**src/rtl/pcicr_pkg.sv**
```systemverilog
package pcicr_pkg;
   localparam int unsigned REG_W = 16;
   localparam int unsigned CFG_W = 2 * REG_W;
   localparam int unsigned BE_W  = CFG_W / 8;

   // command bits with real storage
   localparam int unsigned CMD_MEM_BIT  = 1;
   localparam int unsigned CMD_MST_BIT  = 2;
   localparam int unsigned CMD_PERR_BIT = 6;
   localparam logic [7:0]  CMD_WR_MASK  = 8'h46;
   localparam logic [7:0]  CMD_RST_VAL  = 8'h06;

   // only a halfword aimed at the upper half reaches the status register
   localparam logic [BE_W-1:0] STS_BE = 4'b1100;

   typedef enum logic [1:0] {
      OB_PASS = 2'd0,
      OB_DROP = 2'd1,
      OB_FAIL = 2'd2
   } ob_mode_e;
endpackage

```
**src/rtl/pcicr_cmd_reg.sv**
```systemverilog
module pcicr_cmd_reg
   import pcicr_pkg::*;
(
   input  logic             clk,
   input  logic             rst,
   input  logic             wr_en,
   input  logic [7:0]       wr_byte,
   output logic [REG_W-1:0] cmd_q,
   output logic             mem_en,
   output logic             mst_en,
   output logic             perr_en
);
   logic [7:0] cmd_lo;

   always_ff @(posedge clk) begin
      if (rst)        cmd_lo <= CMD_RST_VAL;
      else if (wr_en) cmd_lo <= wr_byte & CMD_WR_MASK;
   end

   assign cmd_q   = {{(REG_W-8){1'b0}}, cmd_lo};
   assign mem_en  = cmd_lo[CMD_MEM_BIT];
   assign mst_en  = cmd_lo[CMD_MST_BIT];
   assign perr_en = cmd_lo[CMD_PERR_BIT];

   AST_CMD_HOLD: assert property (@(posedge clk) disable iff (rst)
      !wr_en |=> $stable(cmd_lo));
endmodule

```
**src/rtl/pcicr_sts_reg.sv**
```systemverilog
module pcicr_sts_reg
   import pcicr_pkg::*;
#(
   parameter logic [REG_W-1:0] IMPL_MASK = 16'hF900
)(
   input  logic             clk,
   input  logic             rst,
   input  logic             clr_en,
   input  logic [REG_W-1:0] clr_bits,
   input  logic [REG_W-1:0] set_bits,
   output logic [REG_W-1:0] sts_q
);
   for (genvar i = 0; i < REG_W; i++) begin : g_bit
      if (IMPL_MASK[i]) begin : g_impl
         always_ff @(posedge clk) begin
            if (rst)                    sts_q[i] <= 1'b0;
            else if (set_bits[i])       sts_q[i] <= 1'b1;
            else if (clr_en && clr_bits[i]) sts_q[i] <= 1'b0;
         end

         AST_STS_NO_SW_SET: assert property (@(posedge clk) disable iff (rst)
            (!set_bits[i] && !sts_q[i]) |=> !sts_q[i]);
         AST_STS_SET_WINS: assert property (@(posedge clk) disable iff (rst)
            set_bits[i] |=> sts_q[i]);
         AST_STS_W1C: assert property (@(posedge clk) disable iff (rst)
            (clr_en && clr_bits[i] && !set_bits[i]) |=> !sts_q[i]);
      end else begin : g_zero
         assign sts_q[i] = 1'b0;
      end
   end
endmodule

```
**src/rtl/pcicr_ob_gate.sv**
```systemverilog
module pcicr_ob_gate
   import pcicr_pkg::*;
(
   input  logic clk,
   input  logic rst,
   input  logic mst_en,
   input  logic err_en,
   input  logic ob_valid,
   input  logic ob_write,
   output logic ob_ready,
   output logic ob_err,
   output logic fwd_valid,
   input  logic fwd_ready
);
   ob_mode_e mode;

   always_comb begin
      if (mst_en)        mode = OB_PASS;
      else if (ob_write) mode = OB_DROP;
      else               mode = OB_FAIL;
   end

   always_comb begin
      fwd_valid = 1'b0;
      ob_ready  = 1'b1;
      ob_err    = 1'b0;
      unique case (mode)
         OB_PASS: begin
            fwd_valid = ob_valid;
            ob_ready  = fwd_ready;
         end
         OB_DROP: ;
         OB_FAIL: ob_err = ob_valid & err_en;
         default: ;
      endcase
   end

   AST_DROP_NO_FWD: assert property (@(posedge clk) disable iff (rst)
      (!mst_en && ob_valid) |-> (ob_ready && !fwd_valid));
   AST_WR_NO_ERR: assert property (@(posedge clk) disable iff (rst)
      (ob_valid && ob_write) |-> !ob_err);
   AST_PASS_NO_ERR: assert property (@(posedge clk) disable iff (rst)
      mst_en |-> !ob_err);
endmodule

```
**src/rtl/pcicr_top.sv**
```systemverilog
module pcicr_top
   import pcicr_pkg::*;
#(
   parameter int unsigned      ADDR_W   = 6,
   parameter int unsigned      CS_DWORD = 1,
   parameter logic [REG_W-1:0] STS_IMPL = 16'hF900
)(
   input  logic              clk,
   input  logic              rst,
   input  logic              cfg_valid,
   input  logic              cfg_we,
   input  logic [ADDR_W-1:0] cfg_addr,
   input  logic [BE_W-1:0]   cfg_be,
   input  logic [CFG_W-1:0]  cfg_wdata,
   output logic [CFG_W-1:0]  cfg_rdata,
   input  logic [REG_W-1:0]  sts_event,
   input  logic              perr_event,
   output logic              perr_resp,
   output logic              mem_decode_en,
   output logic              bus_master_en,
   input  logic              ob_valid,
   input  logic              ob_write,
   output logic              ob_ready,
   output logic              ob_err,
   output logic              fwd_valid,
   input  logic              fwd_ready,
   input  logic              err_en
);
   if (CS_DWORD >= (1 << ADDR_W)) begin : g_bad_addr
      $error("CS_DWORD does not fit in ADDR_W");
   end
   if (ADDR_W < 1 || ADDR_W > 16) begin : g_bad_aw
      $error("ADDR_W out of range");
   end

   logic              hit, wr_hit, cmd_wr, sts_wr, perr_en;
   logic [REG_W-1:0]  cmd_q, sts_q;

   assign hit    = (cfg_addr == ADDR_W'(CS_DWORD));
   assign wr_hit = cfg_valid && cfg_we && hit;
   assign cmd_wr = wr_hit && cfg_be[0];
   assign sts_wr = wr_hit && (cfg_be == STS_BE);

   pcicr_cmd_reg u_cmd (
      .clk     (clk),
      .rst     (rst),
      .wr_en   (cmd_wr),
      .wr_byte (cfg_wdata[7:0]),
      .cmd_q   (cmd_q),
      .mem_en  (mem_decode_en),
      .mst_en  (bus_master_en),
      .perr_en (perr_en)
   );

   pcicr_sts_reg #(.IMPL_MASK(STS_IMPL)) u_sts (
      .clk      (clk),
      .rst      (rst),
      .clr_en   (sts_wr),
      .clr_bits (cfg_wdata[CFG_W-1:REG_W]),
      .set_bits (sts_event),
      .sts_q    (sts_q)
   );

   pcicr_ob_gate u_ob (
      .clk       (clk),
      .rst       (rst),
      .mst_en    (bus_master_en),
      .err_en    (err_en),
      .ob_valid  (ob_valid),
      .ob_write  (ob_write),
      .ob_ready  (ob_ready),
      .ob_err    (ob_err),
      .fwd_valid (fwd_valid),
      .fwd_ready (fwd_ready)
   );

   assign cfg_rdata = hit ? {sts_q, cmd_q} : '0;
   assign perr_resp = perr_event & perr_en;

   AST_STS_SIZE_GUARD: assert property (@(posedge clk) disable iff (rst)
      (wr_hit && cfg_be != STS_BE && sts_event == '0) |=> $stable(sts_q));
   AST_READ_NO_EFFECT: assert property (@(posedge clk) disable iff (rst)
      (!(cfg_valid && cfg_we) && sts_event == '0) |=> $stable({sts_q, cmd_q}));
endmodule

```
**config.mk**
```make
export PLATFORM = sky130hd
export DESIGN_NAME = pcicr_top
export DESIGN_NICKNAME = d
export VERILOG_FILES = /design/src/rtl/pcicr_pkg.sv /design/src/rtl/pcicr_cmd_reg.sv /design/src/rtl/pcicr_sts_reg.sv /design/src/rtl/pcicr_ob_gate.sv /design/src/rtl/pcicr_top.sv
export SDC_FILE = /design/constraint.sdc
export NUM_CORES = 1
export LEC_CHECK = 0
export ABC_AREA = 1
export BUFFER_PORTS_ARGS = -buffer_cell sky130_fd_sc_hd__buf_2
export CAP_MARGIN = 25
export CORE_MARGIN = 5
export CORE_UTILIZATION = 26
export CTS_CLUSTER_SIZE = 30
export DETAILED_ROUTE_END_ITERATION = 7
export GPL_ROUTABILITY_DRIVEN = 0
export PLACE_DENSITY_LB_ADDON = 0.1
export SLEW_MARGIN = 10
export SYNTH_ARGS = -nofsm -noshare
export SYNTH_HDL_FRONTEND = slang
export SYNTH_SLANG_ARGS = --single-unit
```
**constraint.sdc**
```tcl
create_clock -name clk -period 0.8 [get_ports clk]
set_input_delay 0.04 -clock clk [delete_from_list [all_inputs] [get_ports clk]]
set_output_delay 0.04 -clock clk [all_outputs]
set_load 0.005 [all_outputs]
```
==> reports/qor.txt <==
Synthesized area per cell: 6.43 sq um
Final wirelength: 1.98 mm
Max Clock Freq: 993 MHz
Cell taking the most area after synthesis: dfxtp_1
CTS tree: built
Largest net degree at the start of global routing: 10
Final period util: 126%
Status: finished with violations
# DRC: 0
Post-route cell area: 1100 sq um
Most common cell after layout, fill and taps aside: buf_2
Comb power frac: 21.2%
Post-Syn Area: 701 sq um
Grt peak-use layer: met2
Slew Limit Fails: 0
Crit path launch type: flip-flop
Antenna violations before repair: 0
Worst-skew pair later-pin latency: 0.26 ns
FP Rows: 18
Buffers on Ports: 48
Fillers: 277
First-pass GRT wire length: 2.96 mm
Grt met2 use: 17.2%
Area Growth Syn to Fin: 57.0%
Gr usage total: 10.5%
Vias in the first global route: 733
Flop pwr share: 45.8%
Gr ovfl total: 0
Psw: 286 uW
Die span in x: 61.9 um
Detail Placement HPWL: 1.57 mm
Failing checks: setup timing
Power Density: 969 nW/um^2
Starting Density: 27.8%
Clock sinks: 9
GR Util met3: 2.48%
Register area share after synthesis: 25.7%
Num CTS Buffers: 3
Mapped Cells: 109
Fraction of layout cells with a size suffix above 1: 53.8%
Nets: 241
Clock Pin Slew Worst Setup and Hold Paths: 0.06 ns
RSZ-0062 raised after global routing: true
Die height: 61.9 um
Post-DP Area: 907 sq um
Core Box Area: 2520 sq um
Worst-path maximum fanout: 2
WP data arrival: 0.97 ns
Final min period: 1.01 ns
CP Class: flip-flop to primary output
Unique masters post-synth: 18
Post-synth top flop: dfxtp_1
Wire per inst: 9.75 um
CP Data Required Time: 0.76 ns
H-tree depth: 1
Vias/cell: 3.87
Initial DRC count: 6
Worst vdd ir: 0.813 mV
Synth warn: 0
Diodes inserted: 0
Final setup vio count: 15
Max Cap Viol: 0
Placed cell count: 188
Sw Share: 26.9%
Total power: 1070 uW
Die ar.: 3830 sq um
Post-synth top area share: 25.7%
Top post-synthesis cells by area: dfxtp_1 (26%), buf_4 (25%), inv_1 (12%)
Worst min path class: primary input to flip-flop
Root Driver: clkbuf_4
Final WS setup: -0.207 ns
DRT antenna net count: 0
Post-place setup slack: -0.175 ns
Internal Pwr Total: 780 uW
EDFF count, synth: 0
Highest-count cells in the layout ignoring fill and taps: buf_2 (46), conb_1 (23), nand2_1 (18)
Via count: 786
Worst setup EP type: primary output
GR Util met1: 13.0%
Ys async rst share: 0%
Fin. Hold Viols: 0
Clock Power Share: 33.0%
Max Clock Skew: 0 ns
Final core utilization: 43.6%
DR pass1 iterations: 4
Final cell count without fillers: 203
Clk buf depth: 2
Ports: 105
P_leak: 0.000649 uW
Yosys reg bits: 9
worst max-delay path, cell delays in order, from the launching register on:
cell and delay (ns):
dfxtp_2 0.34, inv_2 0.04, or2_4 0.22, buf_6 0.11
final cells by class:
type                       instances  area, sq um  share of cell area, %
sequential                         9          191                   17.4
clock buffer                       4         26.3                   2.39
timing repair buffer              62          383                   34.8
tap                               30         37.5                   3.41
inverter                          24         93.8                   8.53
multi-input combinational         74          368                   33.4
Yosys cell counts (2+ instances only):
master,count
nand2_1,19
dfxtp_1,9
nor2_1,12
nand3_1,2
inv_1,22
a21oi_1,6
buf_4,23
nand4_1,6
metal layers:
layer	wire [um]	up-vias
met3	209	2
li1	-	407
met4	12	0
met2	987	43
met1	770	334
met5	0	-
repair_timing:
item	in CTS	in global routing
endpoints found under the hold margin	4	0
pin swaps	12	4
hold buffers	4	0
buffers inserted	4	3
endpoints found under the setup margin	14	16
resized for setup	16	18
logic make-up after synthesis:
family,after synthesis,synth area share (%)
flops,9,25.7
buf+inv,48,38.2
compound gates,7,5.54
simple gates,44,30.0
other cells,1,0.535
power groups by stage:
stage	logic (uW)	clock network, uW	registers (uW)
after global placement	194	0	490
after floorplan	172	0	488
after detailed placement	195	0	490
after CTS	219	373	485
after global routing	262	402	490
final	226	352	488
worst paths after layout:
path / start / to / slack (ns) / cells past startpoint
setup / recovery: u_cmd.cmd_lo[2] / ob_ready / -0.21 / 3
hold / removal: sts_event[8] / u_sts.sts_q[8] / 0.008 / 3
hold reg to reg: u_sts.sts_q[8] / u_sts.sts_q[8] / 0.46 / 2
setup reg to reg: u_cmd.cmd_lo[2] / u_cmd.cmd_lo[2] / -0.09 / 5
state kept, by name, summed over array words and instances, names as in the netlist:
register,count
u_sts.sts_q,6
u_cmd.cmd_lo,3
per-stage QoR:
step           hold WS (ns)  setup TNS [ns]
6_report            0.00802           -1.39
5_1_grt             0.00228           -2.17
4_1_cts             0.00299           -1.55
3_5_place_dp          0.252           -2.64
3_3_place_gp          0.250           -2.01
2_1_floorplan         0.114               0
No activity file was read; power rests on OpenSTA's default activity.
